===== config.mk =====
export PLATFORM = sky130hd
export DESIGN_NAME = fracn_fb_divider
export DESIGN_NICKNAME = d
export VERILOG_FILES = /design/src/rtl/fnd_pkg.sv /design/src/rtl/fnd_frac_acc.sv /design/src/rtl/fnd_div_count.sv /design/src/rtl/fracn_fb_divider.sv
export SDC_FILE = /design/constraint.sdc
export NUM_CORES = 1
export LEC_CHECK = 0
export ABC_CLOCK_PERIOD_IN_PS = 6780
export BUFFER_PORTS_ARGS = -buffer_cell sky130_fd_sc_hd__buf_4
export CORE_ASPECT_RATIO = 0.9
export CORE_MARGIN = 8
export CORE_UTILIZATION = 59
export CTS_BUF_LIST = sky130_fd_sc_hd__clkbuf_2
export DETAILED_ROUTE_END_ITERATION = 8
export MAX_ROUTING_LAYER = met4
export PLACE_DENSITY = 0.83
export SLEW_MARGIN = 20
export SYNTH_ARGS = -nofsm -noshare
export SYNTH_HDL_FRONTEND = slang
export SYNTH_SLANG_ARGS = --single-unit

===== constraint.sdc =====
create_clock -name clk -period 6.78 [get_ports clk]
set_input_delay 0.678 -clock clk [delete_from_list [all_inputs] [get_ports clk]]
set_output_delay 0.678 -clock clk [all_outputs]
set_load 0.05 [all_outputs]

===== src/rtl/fnd_pkg.sv =====
package fnd_pkg;
  localparam int ACC_W = 5;
  localparam int SEL_W = 2;

  typedef enum logic [SEL_W-1:0] {
    MOD_5  = 2'b00,
    MOD_8  = 2'b01,
    MOD_13 = 2'b10,
    MOD_20 = 2'b11
  } mod_sel_e;

  function automatic logic [ACC_W-1:0] mod_of(mod_sel_e s);
    case (s)
      MOD_5:   return ACC_W'(5);
      MOD_8:   return ACC_W'(8);
      MOD_13:  return ACC_W'(13);
      default: return ACC_W'(20);
    endcase
  endfunction
endpackage


===== src/rtl/fnd_frac_acc.sv =====
module fnd_frac_acc
  import fnd_pkg::*;
#(
  parameter int NUM_W = 5
) (
  input  logic             clk,
  input  logic             rst_n,
  input  logic             restart,
  input  logic             step,
  input  logic [NUM_W-1:0] num_in,
  input  mod_sel_e         sel_in,
  output logic [ACC_W-1:0] acc_q,
  output logic             carry_o
);
  localparam int SUM_W = ((NUM_W > ACC_W) ? NUM_W : ACC_W) + 1;

  mod_sel_e         sel_q;
  logic [SUM_W-1:0] mod_ext, num_ext, num_c, base, sum, nxt;
  logic             chg, ovf;

  // modulus decode; R6: numerator clamp
  always_comb begin
    mod_ext = SUM_W'(mod_of(sel_in));
    num_ext = SUM_W'(num_in);
    num_c   = (num_ext >= mod_ext) ? (mod_ext - 1'b1) : num_ext;
    chg     = (sel_in != sel_q);
    base    = chg ? '0 : SUM_W'(acc_q);     // restart on modulus change
    sum     = base + num_c;
    ovf     = (sum >= mod_ext);
    nxt     = ovf ? (sum - mod_ext) : sum;
  end

  assign carry_o = step & ovf;

  always_ff @(posedge clk) begin
    if (!rst_n) begin
      acc_q <= '0;
      sel_q <= MOD_5;
    end else if (restart) begin
      acc_q <= '0;
      sel_q <= sel_in;
    end else if (step) begin
      acc_q <= nxt[ACC_W-1:0];
      sel_q <= sel_in;
    end
  end

  p_acc_below_mod_r2: assert property (@(posedge clk) disable iff (!rst_n)
    acc_q < mod_of(sel_q));

  p_zero_num_r6: assert property (@(posedge clk) disable iff (!rst_n)
    (step && num_in == '0 && !chg) |=> (acc_q == $past(acc_q)));
endmodule


===== src/rtl/fnd_div_count.sv =====
module fnd_div_count #(
  parameter int M_W = 8,
  parameter int A_W = 5
) (
  input  logic           clk,
  input  logic           rst_n,
  input  logic           load,
  input  logic [M_W-1:0] m_in,
  input  logic [A_W-1:0] a_in,
  input  logic           carry_in,
  output logic           wrap_o,
  output logic           mod_ctl_o
);
  localparam int AQ_W = A_W + 1;

  logic [M_W-1:0]  m_q;
  logic [AQ_W-1:0] a_q;

  always_ff @(posedge clk) begin
    if (!rst_n) begin
      m_q <= '0;
      a_q <= '0;
    end else if (load) begin
      m_q <= m_in - 1'b1;
      a_q <= {1'b0, a_in} + AQ_W'(carry_in);   // one extra swallow
    end else begin
      if (m_q != '0) m_q <= m_q - 1'b1;
      if (a_q != '0) a_q <= a_q - 1'b1;
    end
  end

  assign wrap_o    = (m_q == '0);
  assign mod_ctl_o = (a_q != '0);
endmodule


===== src/rtl/fracn_fb_divider.sv =====
module fracn_fb_divider
  import fnd_pkg::*;
#(
  parameter int M_W   = 8,
  parameter int A_W   = 5,
  parameter int NUM_W = 5
) (
  input  logic             clk,
  input  logic             rst_n,
  input  logic [M_W-1:0]   cfg_m,
  input  logic [A_W-1:0]   cfg_a,
  input  logic [NUM_W-1:0] cfg_num,
  input  logic [1:0]       cfg_mod_sel,
  output logic             div_pulse,
  output logic             mod_ctl,
  output logic [ACC_W-1:0] acc_value
);
  logic primed, wrap, carry, restart, step;

  // first edge after reset only primes the counters
  always_ff @(posedge clk) begin
    if (!rst_n) primed <= 1'b0;
    else        primed <= 1'b1;
  end

  assign restart   = wrap & ~primed;
  assign step      = wrap &  primed;
  assign div_pulse = step;

  fnd_frac_acc #(.NUM_W(NUM_W)) u_acc (
    .clk     (clk),
    .rst_n   (rst_n),
    .restart (restart),
    .step    (step),
    .num_in  (cfg_num),
    .sel_in  (mod_sel_e'(cfg_mod_sel)),
    .acc_q   (acc_value),
    .carry_o (carry)
  );

  fnd_div_count #(.M_W(M_W), .A_W(A_W)) u_cnt (
    .clk       (clk),
    .rst_n     (rst_n),
    .load      (wrap),
    .m_in      (cfg_m),
    .a_in      (cfg_a),
    .carry_in  (carry),
    .wrap_o    (wrap),
    .mod_ctl_o (mod_ctl)
  );

  p_hold_mid_r7: assert property (@(posedge clk) disable iff (!rst_n)
    (primed && !div_pulse) |=> $stable(acc_value));

  p_single_pulse_r9: assert property (@(posedge clk) disable iff (!rst_n)
    (div_pulse && cfg_m > 1) |=> !div_pulse);
endmodule


**Word level (Yosys, flattened, before mapping)**

Index checks and enable logic that the tools add are counted.

- Flip-flop bits (word level): 22
- Output and inout port bits: 7
- Word-level logic and storage cells: 41

- $add $sub $neg: 7
- Order comparisons: 2
- Eq/ne operators: 3
- Multiplexer cells: 11
- Bitwise operators: 5
- Reductions and logical operators: 8

Operators by type and width:

| operator | count |
|---|---|
| two-way mux 6 bit | 3 |
| two-way mux 8 bit | 2 |
| subtractor 8 x 1 -> 8 bit (second input constant) | 2 |
| case mux 5 bit (3 select lines) | 1 |
| two-way mux 5 bit | 2 |
| zero test 8 bit | 1 |
| nonzero test 8 bit | 1 |
| adder 5 x 1 -> 6 bit | 1 |
| adder 5 x 6 -> 6 bit | 1 |
| greater-or-equal comparator 6 x 5 -> 1 bit | 1 |
| nonzero test 2 bit | 3 |
| nonzero test 6 bit | 1 |
| subtractor 5 x 1 -> 6 bit (second input constant) | 1 |
| subtractor 6 x 1 -> 6 bit (second input constant) | 1 |
| greater-or-equal comparator 5 bit | 1 |
| subtractor 5 bit | 1 |
| two-way mux 2 bit | 2 |
| AND 1 bit | 3 |
| equality test 2 x 1 -> 1 bit (second input constant) | 1 |
| equality test 2 bit (second input constant) | 1 |
| zero test 2 bit | 1 |
| != test 2 bit | 1 |
| NOT 1 bit | 2 |
| OR reduction 2 bit | 1 |
| two-way mux 1 bit | 1 |

**Depth between registers and ports, before layout**

- Depth in word-level cells: 9
- Gate-level depth with buffers: 24
- Mapped depth without buffers: 23

**Hierarchy**

A second synthesis with hierarchy kept.

- Cells, all modules: 228
- Area total of the unflattened synthesis: 1943.1 µm²

By module, submodules not included:

| module | times used | cells an instance | area each (µm²) | sequential area each (µm²) |
|---|---|---|---|---|
| fnd_frac_acc | 1 | 123 | 998.5 | 140.1 |
| fnd_div_count | 1 | 102 | 908.4 | 280.3 |
| fracn_fb_divider | 1 | 3 | 36.3 | 20.0 |

**Worst setup path before layout**

Ideal clock, no wire load.

- Path type: input -> register
- Start: input cfg_mod_sel[0]
- End: register u_cnt.a_q[2]
- Setup time: 91 ps
- Arrival: 4808 ps
- Data required time: 6689 ps
- Path slack: 1881 ps
- Stages on the path: 23
- Buffers on the path: 1
- Cells stage by stage: inv_1 > ha_1 > inv_1 > ha_1 > a21o_1 > a21o_1 > o21a_1 > ha_1 > fa_1 > a21o_1 > a21oi_1 > xnor2_1 > ha_1 > a211o_1 > a31oi_1 > o211a_1 > clkbuf_1 > nor2b_1 > ha_1 > ha_1 > xor2_1 > nor2_1 > a311oi_1

- Cells in the longest elaborated chain, start to end: 9
- Elaborated cells between the ends (all ways): 14

RTL lines:

| what | line | RTL |
|---|---|---|
| start: declaration | fracn_fb_divider.sv:13 | `input logic [1:0] cfg_mod_sel,` |
| equality test 2 bit, or another cell as far along | fnd_pkg.sv:13 | `case (s)` |
| case mux 5 bit (3 select lines) | fnd_pkg.sv:13 |  |
| subtractor 5 x 1 -> 6 bit or greater-or-equal comparator 5 bit (tied branches) | fnd_frac_acc.sv:25 | `num_c = (num_ext >= mod_ext) ? (mod_ext - 1'b1) : num_ext;` |
| two-way mux 6 bit | fnd_frac_acc.sv:25 |  |
| adder 5 x 6 -> 6 bit | fnd_frac_acc.sv:28 | `sum = base + num_c;` |
| greater-or-equal comparator 6 x 5 -> 1 bit * | fnd_frac_acc.sv:29 | `ovf = (sum >= mod_ext);` |
| AND 1 bit * | fnd_frac_acc.sv:33 | `assign carry_o = step & ovf;` |
| adder 5 x 1 -> 6 bit * | fnd_div_count.sv:25 | `a_q <= {1'b0, a_in} + AQ_W'(carry_in);` |
| two-way mux 6 bit * | fnd_div_count.sv:23 | `end else if (load) begin` |
| end signal: assignment | fnd_div_count.sv:25 |  |
| end signal: assignment | fnd_div_count.sv:28 | `if (a_q != '0) a_q <= a_q - 1'b1;` |
| end: declaration | fnd_div_count.sv:17 | `logic [AQ_W-1:0] a_q;` |

Every way passes the cells marked *; elsewhere a longest branch is shown, timed or not.
A chain may end at the register's enable or synchronous reset.

**Worst setup path in the final report**

- Start: input cfg_mod_sel[1]
- End: register u_cnt.a_q[2]

The elaborated chain is that of the path after synthesis.

==> impl_metrics.env <==
export IMPL_status="finished clean"
export IMPL_numCtsBuffers=3
export IMPL_synthFlopType="dfxtp_1"
export IMPL_power_frac_clock_pct=6.9
export IMPL_fmax_mhz=205
export IMPL_synth_enable_flop_cells=0
export IMPL_grtUsageTotal_pct=17.0
export IMPL_htreeDepth=1
export IMPL_r2r_start="u_acc.sel_q[1]"
export IMPL_area_growth_pct=14.4
export IMPL_crit_chain="buf_4, inv_1, ha_1, inv_1, ha_1, a21o_1, a21o_1, o21a_1, ha_1, fa_1, a21o_1, a21oi_1, xnor2_1, ha_1, a211o_1, a31oi_1, o211a_1, nor2b_1, ha_1, ha_1, xor2_1, nor2_1, a311oi_1"
export IMPL_start_util_pct=60.2
export IMPL_ys_async_sr_fraction_pct=0
export IMPL_switching_share_pct=47.7
export IMPL_finalWorstSetupSlack_ns=1.91
export IMPL_worstHoldStart="u_acc.sel_q[1]"
export IMPL_path_class="primary input to register"
export IMPL_power_leakage_nw=0.978
export IMPL_ir_worst_vdd_mv=0.258
export IMPL_cp_start_kind="primary input"
export IMPL_drt_iter0_drc=71
export IMPL_rsz0062_at_grt="false"
export IMPL_comb_power_share_pct=64.8
export IMPL_drive_gt1_share_pct=14.8
export IMPL_grt_pass1_vias=1519
export IMPL_synthesis_area_um2=1790
export IMPL_die_h_um=68.2
export IMPL_mostFrequentLayoutCells="28 x buf_4, 24 x ha_1, 22 x dfxtp_1"
export IMPL_end_kind="register"
export IMPL_grt_pass1_wl_mm=6.60
export IMPL_top_level_ports=29
export IMPL_setup_tns_ns=0
export IMPL_r2r_end="u_cnt.a_q[2]"
export IMPL_cts_root_buf="clkbuf_2"
export IMPL_worstPathArrival_ns=5.12
export IMPL_setup_viol=0
export IMPL_power_density_nw_per_um2=352
export IMPL_clk_pin_slew_ns=0.19
export IMPL_synth_area_per_cell_um2=8.21
export IMPL_maxCapViolCount=0
export IMPL_dp_cells=282
export IMPL_syn_inst=218
export IMPL_clk_latency_ns=0.32
export IMPL_place_gp_congestion=0.904
export IMPL_ant_nets=0
export IMPL_ys_types=38
export IMPL_ys_seq_area_share_pct=24.6
export IMPL_internal_power_mw=0.377
export IMPL_drc_errors=0
export IMPL_cts_resized=0
export IMPL_whs_path_depth=2
export IMPL_seqCellArea_um2=440
export IMPL_critPathRequiredTime_ns=7.03
export IMPL_relSlewSlack_pct=46.6
export IMPL_grt_ovfl_total=0
export IMPL_multiInputGateArea_um2=1270
export IMPL_critPathMaxStageDelay_ns=0.49
export IMPL_yosys_register_bits=22
export IMPL_rr_worst_depth=18
export IMPL_worstMarginPinSlew_ns=0.795
export IMPL_diodes=0
export IMPL_crit_fanout=7
export IMPL_first_pass_iters=4
export IMPL_cts_tree="yes"
export IMPL_postSynthNetCount=265
export IMPL_port_buffers=28
export IMPL_antenna_found_initial=0
export IMPL_cts_hold_buf=0
export IMPL_min_period_ns=4.87
export IMPL_core_area_um2=2970
export IMPL_slowest_stage="fa_1"
export IMPL_crit_top_cell="ha_1"
export IMPL_fin_crit_sh_pct=71.8
export IMPL_post_drt_wl_per_cell_um=13.6
export IMPL_dpl_hpwl_mm=3.22
export IMPL_fin_nets=292
export IMPL_drv_slew=0
export IMPL_drt_total_wl_mm=3.90
export IMPL_cts_buffer_depth=2
export IMPL_die_x_um=74.0
export IMPL_rows=19
export IMPL_clock_sinks=22
export IMPL_fill_cells=252
export IMPL_dp_slack_ns=1.55
export IMPL_p_sw_mw=0.344
export IMPL_finalHoldViolCount=0
export IMPL_dieArea_um2=5050
export IMPL_grt_max_degree=17
export IMPL_via_per_inst=5.52
export IMPL_post_cts_setup_buffers=0
export IMPL_stdcell_count=286
export IMPL_hold_path_class="register to register"
export IMPL_synth_yosys_warnings=0
export IMPL_num_vias=1578
export IMPL_final_common_cell="buf_4"
export IMPL_clock_skew_ns=0.00758
export IMPL_pwr_share_seq_pct=28.3
export IMPL_min_to="u_acc.sel_q[1]"
export IMPL_r2r_setup_slack_ns=2.83
## worst max path at each step
stage                              start      endpoint  slack [ns]  cells past startpoint
final                     cfg_mod_sel[1]  u_cnt.a_q[2]        1.91                     23
after detailed placement  cfg_mod_sel[1]  u_cnt.a_q[2]        1.55                     23
after floorplan           cfg_mod_sel[0]  u_cnt.a_q[2]        1.88                     23
after global routing      cfg_mod_sel[0]  u_cnt.a_q[4]        1.62                     23
after global placement    cfg_mod_sel[0]  u_cnt.a_q[3]        1.67                     23
after CTS                 cfg_mod_sel[1]  u_cnt.a_q[2]        1.91                     23
## per-stage QoR
stage	cell area, um2	total power [mW]	hold WS [ns]	utilization [%]
final	2050	0.721	0.485	68.9
after global routing	2050	0.789	0.485	68.9
after CTS	2050	0.724	0.485	68.9
after detailed placement	2030	0.672	0.463	68.3
after global placement	2030	0.665	0.458	68.3
after floorplan	1790	0.574	0.448	-
## area by class of cell
cell class                 count  area share (%)
inverter                      15            2.75
clock buffer                   3           0.733
tap                           42            2.57
multi-input combinational    175            62.0
sequential                    22            21.5
timing repair buffer          28            10.3
clock inverter                 1           0.183
## logic make-up after synthesis
logic type,count (synthesis),share of synthesized area (%)
buf+inv,21,4.48
flops,22,24.6
mux,6,3.50
xor+xnor,20,9.79
compound gates,52,18.3
simple gates,72,21.4
fa+ha+maj,25,17.9
## state kept, by name, summed over array words and instances, names as in the netlist
signal / cells
u_acc.acc_q: 5
u_acc.sel_q: 2
u_cnt.a_q: 6
u_cnt.m_q: 8
primed: 1
## Yosys cell counts, drive strengths merged, types with 2 or more instances
| cell | n | area [um2] |
|---|---|---|
| a211oi | 3 | 22.5 |
| a21o | 4 | 30.0 |
| a21oi | 20 | 100 |
| a311oi | 3 | 26.3 |
| a31oi | 4 | 25.0 |
| and2 | 7 | 43.8 |
| and3 | 4 | 25.0 |
| clkbuf | 5 | 18.8 |
| dfxtp | 22 | 440 |
| ha | 24 | 300 |
| inv | 15 | 56.3 |
| mux2 | 2 | 22.5 |
| mux2i | 4 | 40.0 |
| nand2 | 18 | 67.6 |
| nand3 | 6 | 30.0 |
| nand4 | 2 | 12.5 |
| nor2 | 16 | 60.1 |
| nor2b | 2 | 12.5 |
| nor3b | 2 | 15.0 |
| o21a | 4 | 30.0 |
| o21ai | 8 | 40.0 |
| or3 | 10 | 67.6 |
| xnor2 | 10 | 87.6 |
| xor2 | 10 | 87.6 |
## worst max-delay path, delay by kind of cell
family | cells | cell delay, ns
buf+inv | 3 | 0.35
compound gates | 9 | 1.92
simple gates | 2 | 0.14
xor+xnor | 2 | 0.24
fa+ha+maj | 7 | 1.79
## power by group through the flow
| stage | registers, mW | clock network, mW | logic, mW |
|---|---|---|---|
| after floorplan | 0.226 | 0 | 0.348 |
| after global placement | 0.207 | 0 | 0.458 |
| after detailed placement | 0.207 | 0 | 0.465 |
| after CTS | 0.204 | 0.0524 | 0.468 |
| after global routing | 0.210 | 0.0570 | 0.523 |
| final | 0.204 | 0.0497 | 0.467 |
## metal layers
| metal | track usage (%) | vias to the layer above | routed length (um) |
|---|---|---|---|
| met3 | 3.51 | 8 | 183 |
| met4 | 4.48 | 0 | 58 |
| li1 | - | 823 | - |
| met1 | 21.5 | 702 | 1970 |
| met2 | 26.8 | 45 | 1690 |
| met5 | - | - | 0 |
Note: power is estimated with default switching activity, not from simulation.
